===== src/rtl/mcop_pkg.sv =====
package mcop_pkg;
  localparam int OP_W = 4;

  typedef enum logic [OP_W-1:0] {
    OP_NOP     = 4'd0,
    OP_SET_N   = 4'd1,
    OP_SET_IDX = 4'd2,
    OP_PUT_A   = 4'd3,
    OP_GET_A   = 4'd4,
    OP_IN_C    = 4'd5,
    OP_OUT_C   = 4'd6,
    OP_OUT_A   = 4'd7,
    OP_LD_C    = 4'd8,
    OP_LD_A    = 4'd9,
    OP_ST_C    = 4'd10,
    OP_ST_A    = 4'd11,
    OP_ZERO_A  = 4'd12,
    OP_IDENT_A = 4'd13,
    OP_RSV14   = 4'd14,
    OP_RSV15   = 4'd15
  } op_e;

  // one-hot state indices
  localparam int S_IDLE = 0;
  localparam int S_PUT  = 1;
  localparam int S_IN   = 2;
  localparam int S_OUT  = 3;
  localparam int S_WALK = 4;
  localparam int S_NUM  = 5;
endpackage


===== src/rtl/mcop_ram.sv =====
module mcop_ram #(
  parameter int DW = 16,
  parameter int AW = 4
) (
  input  logic          clk_i,
  input  logic          we_i,
  input  logic [AW-1:0] addr_i,
  input  logic [DW-1:0] wdata_i,
  output logic [DW-1:0] rdata_o
);
  localparam int DEPTH = 1 << AW;

  logic [DW-1:0] mem_q [DEPTH];

  always_ff @(posedge clk_i) begin
    if (we_i) mem_q[addr_i] <= wdata_i;
  end

  assign rdata_o = mem_q[addr_i];
endmodule


===== src/rtl/mcop_walker.sv =====
module mcop_walker #(
  parameter int M_LOG   = 2,
  parameter int BADDR_W = 6
) (
  input  logic               clk_i,
  input  logic               rst_ni,
  input  logic               clr_i,
  input  logic               step_i,
  input  logic [M_LOG:0]     n_i,
  input  logic [BADDR_W-1:0] base_i,
  output logic [M_LOG-1:0]   row_o,
  output logic [M_LOG-1:0]   col_o,
  output logic [BADDR_W-1:0] baddr_o,
  output logic               last_o
);
  logic [M_LOG:0] nm1;
  logic           col_end;

  assign nm1     = n_i - 1'b1;
  assign col_end = ({1'b0, col_o} == nm1);
  assign last_o  = col_end && ({1'b0, row_o} == nm1);

  always_ff @(posedge clk_i or negedge rst_ni) begin
    if (!rst_ni) begin
      row_o   <= '0;
      col_o   <= '0;
      baddr_o <= '0;
    end else if (clr_i) begin
      row_o   <= '0;
      col_o   <= '0;
      baddr_o <= base_i;
    end else if (step_i) begin
      if (col_end) begin
        col_o <= '0;
        row_o <= row_o + 1'b1;
      end else begin
        col_o <= col_o + 1'b1;
      end
      baddr_o <= baddr_o + 1'b1;
    end
  end

  p_col_wrap_r5: assert property (@(posedge clk_i) disable iff (!rst_ni)
    (step_i && !clr_i && col_end) |=> (col_o == '0));

  p_baddr_step_r7: assert property (@(posedge clk_i) disable iff (!rst_ni)
    (step_i && !clr_i) |=> (baddr_o == $past(baddr_o) + 1'b1));
endmodule


===== src/rtl/mcop_mover.sv =====
module mcop_mover
  import mcop_pkg::*;
#(
  parameter int M_LOG   = 2,
  parameter int DATA_W  = 16,
  parameter int BADDR_W = 6
) (
  input  logic              clk_i,
  input  logic              rst_ni,
  input  logic              cs_i,
  input  logic              wr_i,
  input  logic              rd_i,
  input  logic              sel_i,
  input  logic [DATA_W-1:0] wdata_i,
  output logic [DATA_W-1:0] rdata_o
);
  localparam int N_MAX = 1 << M_LOG;
  localparam int GA_W  = 2 * M_LOG;
  localparam int ARG_W = DATA_W - OP_W;
  localparam logic [M_LOG:0]    N_MAX_V   = (M_LOG+1)'(N_MAX);
  localparam logic [DATA_W-1:0] ZERO_CODE = DATA_W'(1) << (DATA_W - 2);
  localparam logic [DATA_W-1:0] ONE_CODE  = '0;

  // host strobes
  logic cmd_wr, dat_wr, stat_rd, dat_rd;
  assign cmd_wr  = cs_i && wr_i && sel_i;
  assign dat_wr  = cs_i && wr_i && !sel_i;
  assign stat_rd = cs_i && rd_i && sel_i;
  assign dat_rd  = cs_i && rd_i && !sel_i;

  // command decode
  op_e              opc;
  logic [ARG_W-1:0] arg;
  logic [M_LOG:0]   n_arg;
  logic             n_ok;
  logic             unused_arg;
  assign opc        = op_e'(wdata_i[DATA_W-1 -: OP_W]);
  assign arg        = wdata_i[ARG_W-1:0];
  assign n_arg      = arg[M_LOG:0];
  assign n_ok       = (n_arg != '0) && (n_arg <= N_MAX_V);
  assign unused_arg = ^arg;

  // state
  logic [S_NUM-1:0] state_q, state_d;
  op_e              op_q, op_d;
  logic [M_LOG:0]   n_q, n_d;
  logic [M_LOG-1:0] row_q, row_d, col_q, col_d;
  logic [DATA_W-1:0] out_q, out_d;
  logic             avail_q, avail_d, err_q, err_d;
  logic             busy;
  assign busy = !state_q[S_IDLE];

  // walker
  logic               walk_clr, walk_step, walk_last;
  logic [M_LOG-1:0]   w_row, w_col;
  logic [BADDR_W-1:0] w_baddr;

  mcop_walker #(.M_LOG(M_LOG), .BADDR_W(BADDR_W)) u_walk (
    .clk_i   (clk_i),
    .rst_ni  (rst_ni),
    .clr_i   (walk_clr),
    .step_i  (walk_step),
    .n_i     (n_q),
    .base_i  (arg[BADDR_W-1:0]),
    .row_o   (w_row),
    .col_o   (w_col),
    .baddr_o (w_baddr),
    .last_o  (walk_last)
  );

  // storage
  logic              a_we, c_we, b_we;
  logic [GA_W-1:0]   a_addr, c_addr;
  logic [DATA_W-1:0] a_wdata, c_wdata, b_wdata;
  logic [DATA_W-1:0] a_rdata, c_rdata, b_rdata;
  logic              idx_in;

  assign idx_in = ({1'b0, row_q} < n_q) && ({1'b0, col_q} < n_q);
  assign a_addr = (state_q[S_IDLE] || state_q[S_PUT]) ? {row_q, col_q} : {w_row, w_col};
  assign c_addr = {w_row, w_col};

  mcop_ram #(.DW(DATA_W), .AW(GA_W)) u_mat_a (
    .clk_i(clk_i), .we_i(a_we), .addr_i(a_addr), .wdata_i(a_wdata), .rdata_o(a_rdata)
  );
  mcop_ram #(.DW(DATA_W), .AW(GA_W)) u_mat_c (
    .clk_i(clk_i), .we_i(c_we), .addr_i(c_addr), .wdata_i(c_wdata), .rdata_o(c_rdata)
  );
  mcop_ram #(.DW(DATA_W), .AW(BADDR_W)) u_mem_b (
    .clk_i(clk_i), .we_i(b_we), .addr_i(w_baddr), .wdata_i(b_wdata), .rdata_o(b_rdata)
  );

  always_comb begin
    state_d   = state_q;
    op_d      = op_q;
    n_d       = n_q;
    row_d     = row_q;
    col_d     = col_q;
    out_d     = out_q;
    avail_d   = avail_q && !dat_rd;
    err_d     = (cmd_wr && busy) || (err_q && !stat_rd);
    walk_clr  = 1'b0;
    walk_step = 1'b0;
    a_we      = 1'b0;
    c_we      = 1'b0;
    b_we      = 1'b0;
    a_wdata   = wdata_i;
    c_wdata   = wdata_i;
    b_wdata   = c_rdata;

    unique case (1'b1)
      state_q[S_IDLE]: begin
        if (cmd_wr) begin
          unique case (opc)
            OP_SET_N:   if (n_ok) n_d = n_arg;
            OP_SET_IDX: begin
              row_d = arg[GA_W-1:M_LOG];
              col_d = arg[M_LOG-1:0];
            end
            OP_PUT_A:   state_d = S_NUM'(1) << S_PUT;
            OP_GET_A: begin
              out_d   = idx_in ? a_rdata : ZERO_CODE;
              avail_d = 1'b1;
            end
            OP_IN_C: begin
              walk_clr = 1'b1;
              state_d  = S_NUM'(1) << S_IN;
            end
            OP_OUT_C, OP_OUT_A: begin
              walk_clr = 1'b1;
              op_d     = opc;
              avail_d  = 1'b0;
              state_d  = S_NUM'(1) << S_OUT;
            end
            OP_LD_C, OP_LD_A, OP_ST_C, OP_ST_A, OP_ZERO_A, OP_IDENT_A: begin
              walk_clr = 1'b1;
              op_d     = opc;
              state_d  = S_NUM'(1) << S_WALK;
            end
            default: ;
          endcase
        end
      end
      state_q[S_PUT]: begin
        if (dat_wr) begin
          a_we    = idx_in;
          state_d = S_NUM'(1) << S_IDLE;
        end
      end
      state_q[S_IN]: begin
        if (dat_wr) begin
          c_we = 1'b1;
          if (walk_last) state_d = S_NUM'(1) << S_IDLE;
          else           walk_step = 1'b1;
        end
      end
      state_q[S_OUT]: begin
        if (!avail_q) begin
          out_d   = (op_q == OP_OUT_C) ? c_rdata : a_rdata;
          avail_d = 1'b1;
          if (walk_last) state_d = S_NUM'(1) << S_IDLE;
          else           walk_step = 1'b1;
        end
      end
      state_q[S_WALK]: begin
        unique case (op_q)
          OP_LD_C: begin c_we = 1'b1; c_wdata = b_rdata; end
          OP_LD_A: begin a_we = 1'b1; a_wdata = b_rdata; end
          OP_ST_C: begin b_we = 1'b1; b_wdata = c_rdata; end
          OP_ST_A: begin b_we = 1'b1; b_wdata = a_rdata; end
          OP_ZERO_A: begin a_we = 1'b1; a_wdata = ZERO_CODE; end
          OP_IDENT_A: begin
            a_we    = 1'b1;
            a_wdata = (w_row == w_col) ? ONE_CODE : ZERO_CODE;
          end
          default: ;
        endcase
        if (walk_last) state_d = S_NUM'(1) << S_IDLE;
        else           walk_step = 1'b1;
      end
      default: state_d = S_NUM'(1) << S_IDLE;
    endcase
  end

  always_ff @(posedge clk_i or negedge rst_ni) begin
    if (!rst_ni) begin
      state_q <= S_NUM'(1) << S_IDLE;
      op_q    <= OP_NOP;
      n_q     <= N_MAX_V;
      row_q   <= '0;
      col_q   <= '0;
      out_q   <= '0;
      avail_q <= 1'b0;
      err_q   <= 1'b0;
    end else begin
      state_q <= state_d;
      op_q    <= op_d;
      n_q     <= n_d;
      row_q   <= row_d;
      col_q   <= col_d;
      out_q   <= out_d;
      avail_q <= avail_d;
      err_q   <= err_d;
    end
  end

  logic [DATA_W-1:0] status;
  assign status  = {{(DATA_W-3){1'b0}}, err_q, avail_q, busy};
  assign rdata_o = !(cs_i && rd_i) ? '0 : (sel_i ? status : out_q);

  p_state_onehot_r1: assert property (@(posedge clk_i) disable iff (!rst_ni)
    $countones(state_q) == 1);

  p_n_legal_r3: assert property (@(posedge clk_i) disable iff (!rst_ni)
    (n_q != '0) && (n_q <= N_MAX_V));

  p_a_inside_r10: assert property (@(posedge clk_i) disable iff (!rst_ni)
    a_we |-> (({1'b0, a_addr[GA_W-1:M_LOG]} < n_q) && ({1'b0, a_addr[M_LOG-1:0]} < n_q)));

  p_c_inside_r10: assert property (@(posedge clk_i) disable iff (!rst_ni)
    c_we |-> (({1'b0, c_addr[GA_W-1:M_LOG]} < n_q) && ({1'b0, c_addr[M_LOG-1:0]} < n_q)));

  p_busy_err_r11: assert property (@(posedge clk_i) disable iff (!rst_ni)
    (cmd_wr && busy) |=> err_q);

  p_n_hold_r11: assert property (@(posedge clk_i) disable iff (!rst_ni)
    busy |=> $stable(n_q));

  p_pop_clears_r6: assert property (@(posedge clk_i) disable iff (!rst_ni)
    (dat_rd && !wr_i) |=> !avail_q);

  p_walk_exit_r12: assert property (@(posedge clk_i) disable iff (!rst_ni)
    (state_q[S_WALK] && walk_last) |=> state_q[S_IDLE]);
endmodule


===== config.mk =====
export PLATFORM = sky130hd
export DESIGN_NAME = mcop_mover
export DESIGN_NICKNAME = d
export VERILOG_FILES = /design/src/rtl/mcop_pkg.sv /design/src/rtl/mcop_ram.sv /design/src/rtl/mcop_walker.sv /design/src/rtl/mcop_mover.sv
export SDC_FILE = /design/constraint.sdc
export NUM_CORES = 2
export LEC_CHECK = 0
export BUFFER_PORTS_ARGS = -buffer_cell sky130_fd_sc_hd__buf_2
export CAP_MARGIN = 20
export CELL_PAD_IN_SITES_DETAIL_PLACEMENT = 1
export CELL_PAD_IN_SITES_GLOBAL_PLACEMENT = 1
export CORE_MARGIN = 2
export CORE_UTILIZATION = 41
export CTS_CLUSTER_DIAMETER = 60
export DETAILED_ROUTE_END_ITERATION = 16
export HOLD_SLACK_MARGIN = 0.12
export PLACE_DENSITY_LB_ADDON = 0.15
export SLEW_MARGIN = 20
export SYNTH_ARGS = -nofsm -noshare
export SYNTH_HDL_FRONTEND = slang
export SYNTH_SLANG_ARGS = --single-unit

===== constraint.sdc =====
create_clock -name clk_i -period 5.9 [get_ports clk_i]
set_input_delay 0.295 -clock clk_i [delete_from_list [all_inputs] [get_ports clk_i]]
set_output_delay 0.295 -clock clk_i [all_outputs]
set_load 0.01 [all_outputs]

==> impl_metrics.py <==
metrics = {
    "power_and_ir_drop": {
        "powerDensity_nw_per_um2": 604,
        "max-vdd-ir-drop_mv": 0.498,
        "total_power_mw": 43.5,
        "power.static_leakage_nw": 23.1,
    },
    "place": {
        "routabilityCongestion": 0.911,
        "dp.final_hpwl_mm": 125,
        "count_of_buffers_inserted_at_the_top_level_ports": 37,
        "pre_cts_slack_ns": 0.993,
    },
    "cells_and_area": {
        "layout.nets": 3714,
        "flow.area_growth_from_synthesis_pct": 15.6,
        "fraction_of_layout_instances_using_a_drive_strength_above_1_pct": 22.5,
        "fillerInstances": 14000,
    },
    "yosys": {
        "yosys_warnings": 0,
        "yosys_most_used_dff": "edfxtp_1",
        "synthesized_netlist_net_count": 3492,
        "synth_top_cells_by_area": "edfxtp_1 (74%), mux4_2 (5.1%), a22oi_1 (2.5%)",
        "synth.ff_latch_count": 1580,
        "synthDistinctLibCells": 84,
        "netlist.top_cell.by_area": "edfxtp_1",
        "synth-edff-count": 1536,
        "netlist.area_leader.share_pct": 74.1,
        "synth.most_common_cell": "edfxtp_1",
        "asyncSetResetFlopFracSynth_pct": 2.78,
        "netlist_top_cells_count": "edfxtp_1 (1536), a22oi_1 (211), mux4_2 (142)",
        "synthesis.area_per_instance_sq_um": 18.0,
        "ys_seq_area_share_pct": 75.9,
        "synthesis.area_sq_um": 62200,
        "gate_count_post_synth": 3458,
    },
    "grt": {
        "vias_in_the_first_global_route": 36700,
        "grt.total_usage_pct": 26.1,
        "grt_max_degree": 72,
        "grt_overflow_total": 0,
        "wire_length_of_the_first_global_routing_pass_mm": 288,
        "initial_antenna_violation_count": 5,
    },
    "critical_path": {
        "crit_path_start_kind": "register",
        "setup.worst_path.end_class": "register",
        "data_arrival_at_the_endpoint_of_the_critical_path_ns": 5.27,
        "crit_fanout": 32,
        "timing.setup.critical_path_class": "reg2reg",
        "critical_path.n_buffers_inverters": 1,
        "ff2ff_setup_slack_ns": 1.03,
        "critical_path.slowest_cell": "dfrtp_4",
        "cell_breakdown_of_the_critical_path": "buf_4 > mux4_2 > mux2i_1 > o21ai_0 > or3_1 > nor4b_2 > o21ai_1",
        "timing.critical_path.slowest_cell_delay_ns": 0.94,
        "required_ns": 6.30,
        "worst_path_dominant_cell_family": "multiplexers",
    },
    "clocking": {
        "cts.sink_count": 1580,
        "post_cts.resized_instances": 0,
        "bufs_on_longest_clock_path": 3,
        "cts_tree": "done",
        "clockRootBuffer": "clkbuf_16",
        "cts-buffers-inserted": 169,
        "postCtsSetupBuffers": 0,
        "cts.reportedPaths.clkPinSlew_ns": 0.06,
        "post_cts_hold_buffer_count": 25,
        "htree_num_levels": 4,
        "latest_clock_arrival_within_the_worst_skew_pair_ns": 0.82,
    },
    "drt": {
        "detail_route.vias_per_cell": 6.17,
        "wl_per_cell_um": 35.0,
        "drt_pre_antenna_iters": 5,
        "detailed_route_via_count": 36000,
        "drt_iter0_markers": 3853,
        "final_antenna_net_count": 0,
        "routed_wirelength_mm": 204,
        "drc_errors": 0,
    },
    "status": {
        "status": "complete, no violations",
    },
    "sta": {
        "hold_viol": 0,
        "maxClockFrequency_mhz": 205,
        "hold_ws_ns": 0.397,
        "clock-skew-final_ns": 0.0577,
        "final-setup-viol-count": 0,
        "fin_crit_sh_pct": 82.5,
        "headroom_to_the_max_slew_limit_pct": 18.2,
        "max_slew_vio_count": 0,
        "fin_tns_setup_ns": 0,
        "grt_setup_unrepaired": "no",
        "max_slew.worst_pin.slew_ns": 1.22,
        "period_minus_slack_ns": 4.87,
        "worst_slack_ns": 1.03,
    },
    "worst_hold_path": {
        "worstHoldPathType": "in2reg",
    },
    "floorplanning": {
        "pin_count": 38,
        "initial_core_util_pct": 41.4,
        "coreArea_sq_um": 150000,
        "fp.dieW_um": 394,
        "dieHeight_um": 394,
        "fp.dieArea_sq_um": 155000,
        "rows": 142,
    },
    "flow_run": {
        "max_cap_viol_count": 0,
    },
}
logic make-up (layout without fill, tap and decap cells):
family | after synthesis | after routing | share of synthesized area (%)
buf+inv | 257 | 622 | 2.00
compound gates | 774 | 774 | 8.92
simple gates | 455 | 455 | 3.77
other cells | 0 | 1 | 0
mux | 364 | 364 | 8.94
flops | 1580 | 1580 | 75.9
fa+ha+maj | 12 | 12 | 0.241
xor+xnor | 16 | 16 | 0.225
final timing paths:
| path | from | end | cells past startpoint |
|---|---|---|---|
| min in group asynchronous | rst_ni | out_q[10] | 4 |
| max reg2reg | u_walk.baddr_o[0] | u_mat_a.mem_q[3][15] | 7 |
| min | wdata_i[3] | row_q[1] | 3 |
| max in group asynchronous | rst_ni | u_walk.baddr_o[0] | 4 |
| max | u_walk.baddr_o[0] | u_mat_a.mem_q[3][15] | 7 |
| min reg2reg | n_q[1] | n_q[1] | 1 |
power breakdown:
group	total [mW]	switching (mW)	leakage (nW)	internal, mW
clock network	10.6	4.58	2.69	6.01
logic	15.9	11.7	6.07	4.19
registers	17.0	0.507	14.4	16.5
tightest hold or removal path, delay by kind of cell:
kind,cells,cell delay [ns]
buf+inv,2,0.71
mux,1,0.17
layer usage:
metal | up-vias | GRT usage, % | routed length, um
li1 | 14700 | - | -
met1 | 19300 | 35.0 | 82200
met2 | 1624 | 42.3 | 98500
met3 | 356 | 4.89 | 15700
met4 | 4 | 9.91 | 8060
met5 | - | 0 | 23
cells in the final DEF (no fill, tap or decap), types with 42 or more instances in the layout:
cell / netlist / routed
a21oi_1: 112 / 108
a221oi_1: 80 / 80
a22oi_1: 211 / 211
buf_4: 15 / 214
clkbuf_16: 0 / 169
clkinv_1: 0 / 42
edfxtp_1: 1536 / 1536
mux2_2: 105 / 105
mux2i_1: 112 / 112
mux4_2: 142 / 142
nand2_1: 117 / 116
nor2_1: 123 / 95
o21ai_0: 90 / 73
o22ai_1: 57 / 57
registers in the layout, indices dropped and copies added (netlist names), 2 cells and up:
name / cells
op_q: 4
u_mem_b.mem_q: 1024
u_walk.col_o: 2
u_walk.row_o: 2
u_mat_c.mem_q: 256
u_walk.baddr_o: 6
row_q: 2
state_q: 5
out_q: 16
u_mat_a.mem_q: 256
n_q: 3
col_q: 2
cell type report:
type / instances / area, sq um / share of cell area [%]
Multi-Input combinational cell: 1621 / 14300 / 19.9
Clock inverter: 108 / 1190 / 1.65
Antenna cell: 1 / 2.50 / 0.00348
Sequential cell: 1580 / 47200 / 65.7
Timing Repair Buffer: 285 / 2210 / 3.07
Clock buffer: 206 / 4370 / 6.07
Inverter: 23 / 87.6 / 0.122
Tap cell: 2016 / 2520 / 3.51
per-stage QoR:
step	cells	utilization, %	cell area (sq um)
final	5840	47.9	71900
after global routing	5839	47.9	71900
after CTS	5838	47.8	71900
after detailed placement	5499	44.0	66100
after global placement	5499	43.9	66000
after floorplan	3458	-	62200
Note: power is estimated with default switching activity, not from simulation.
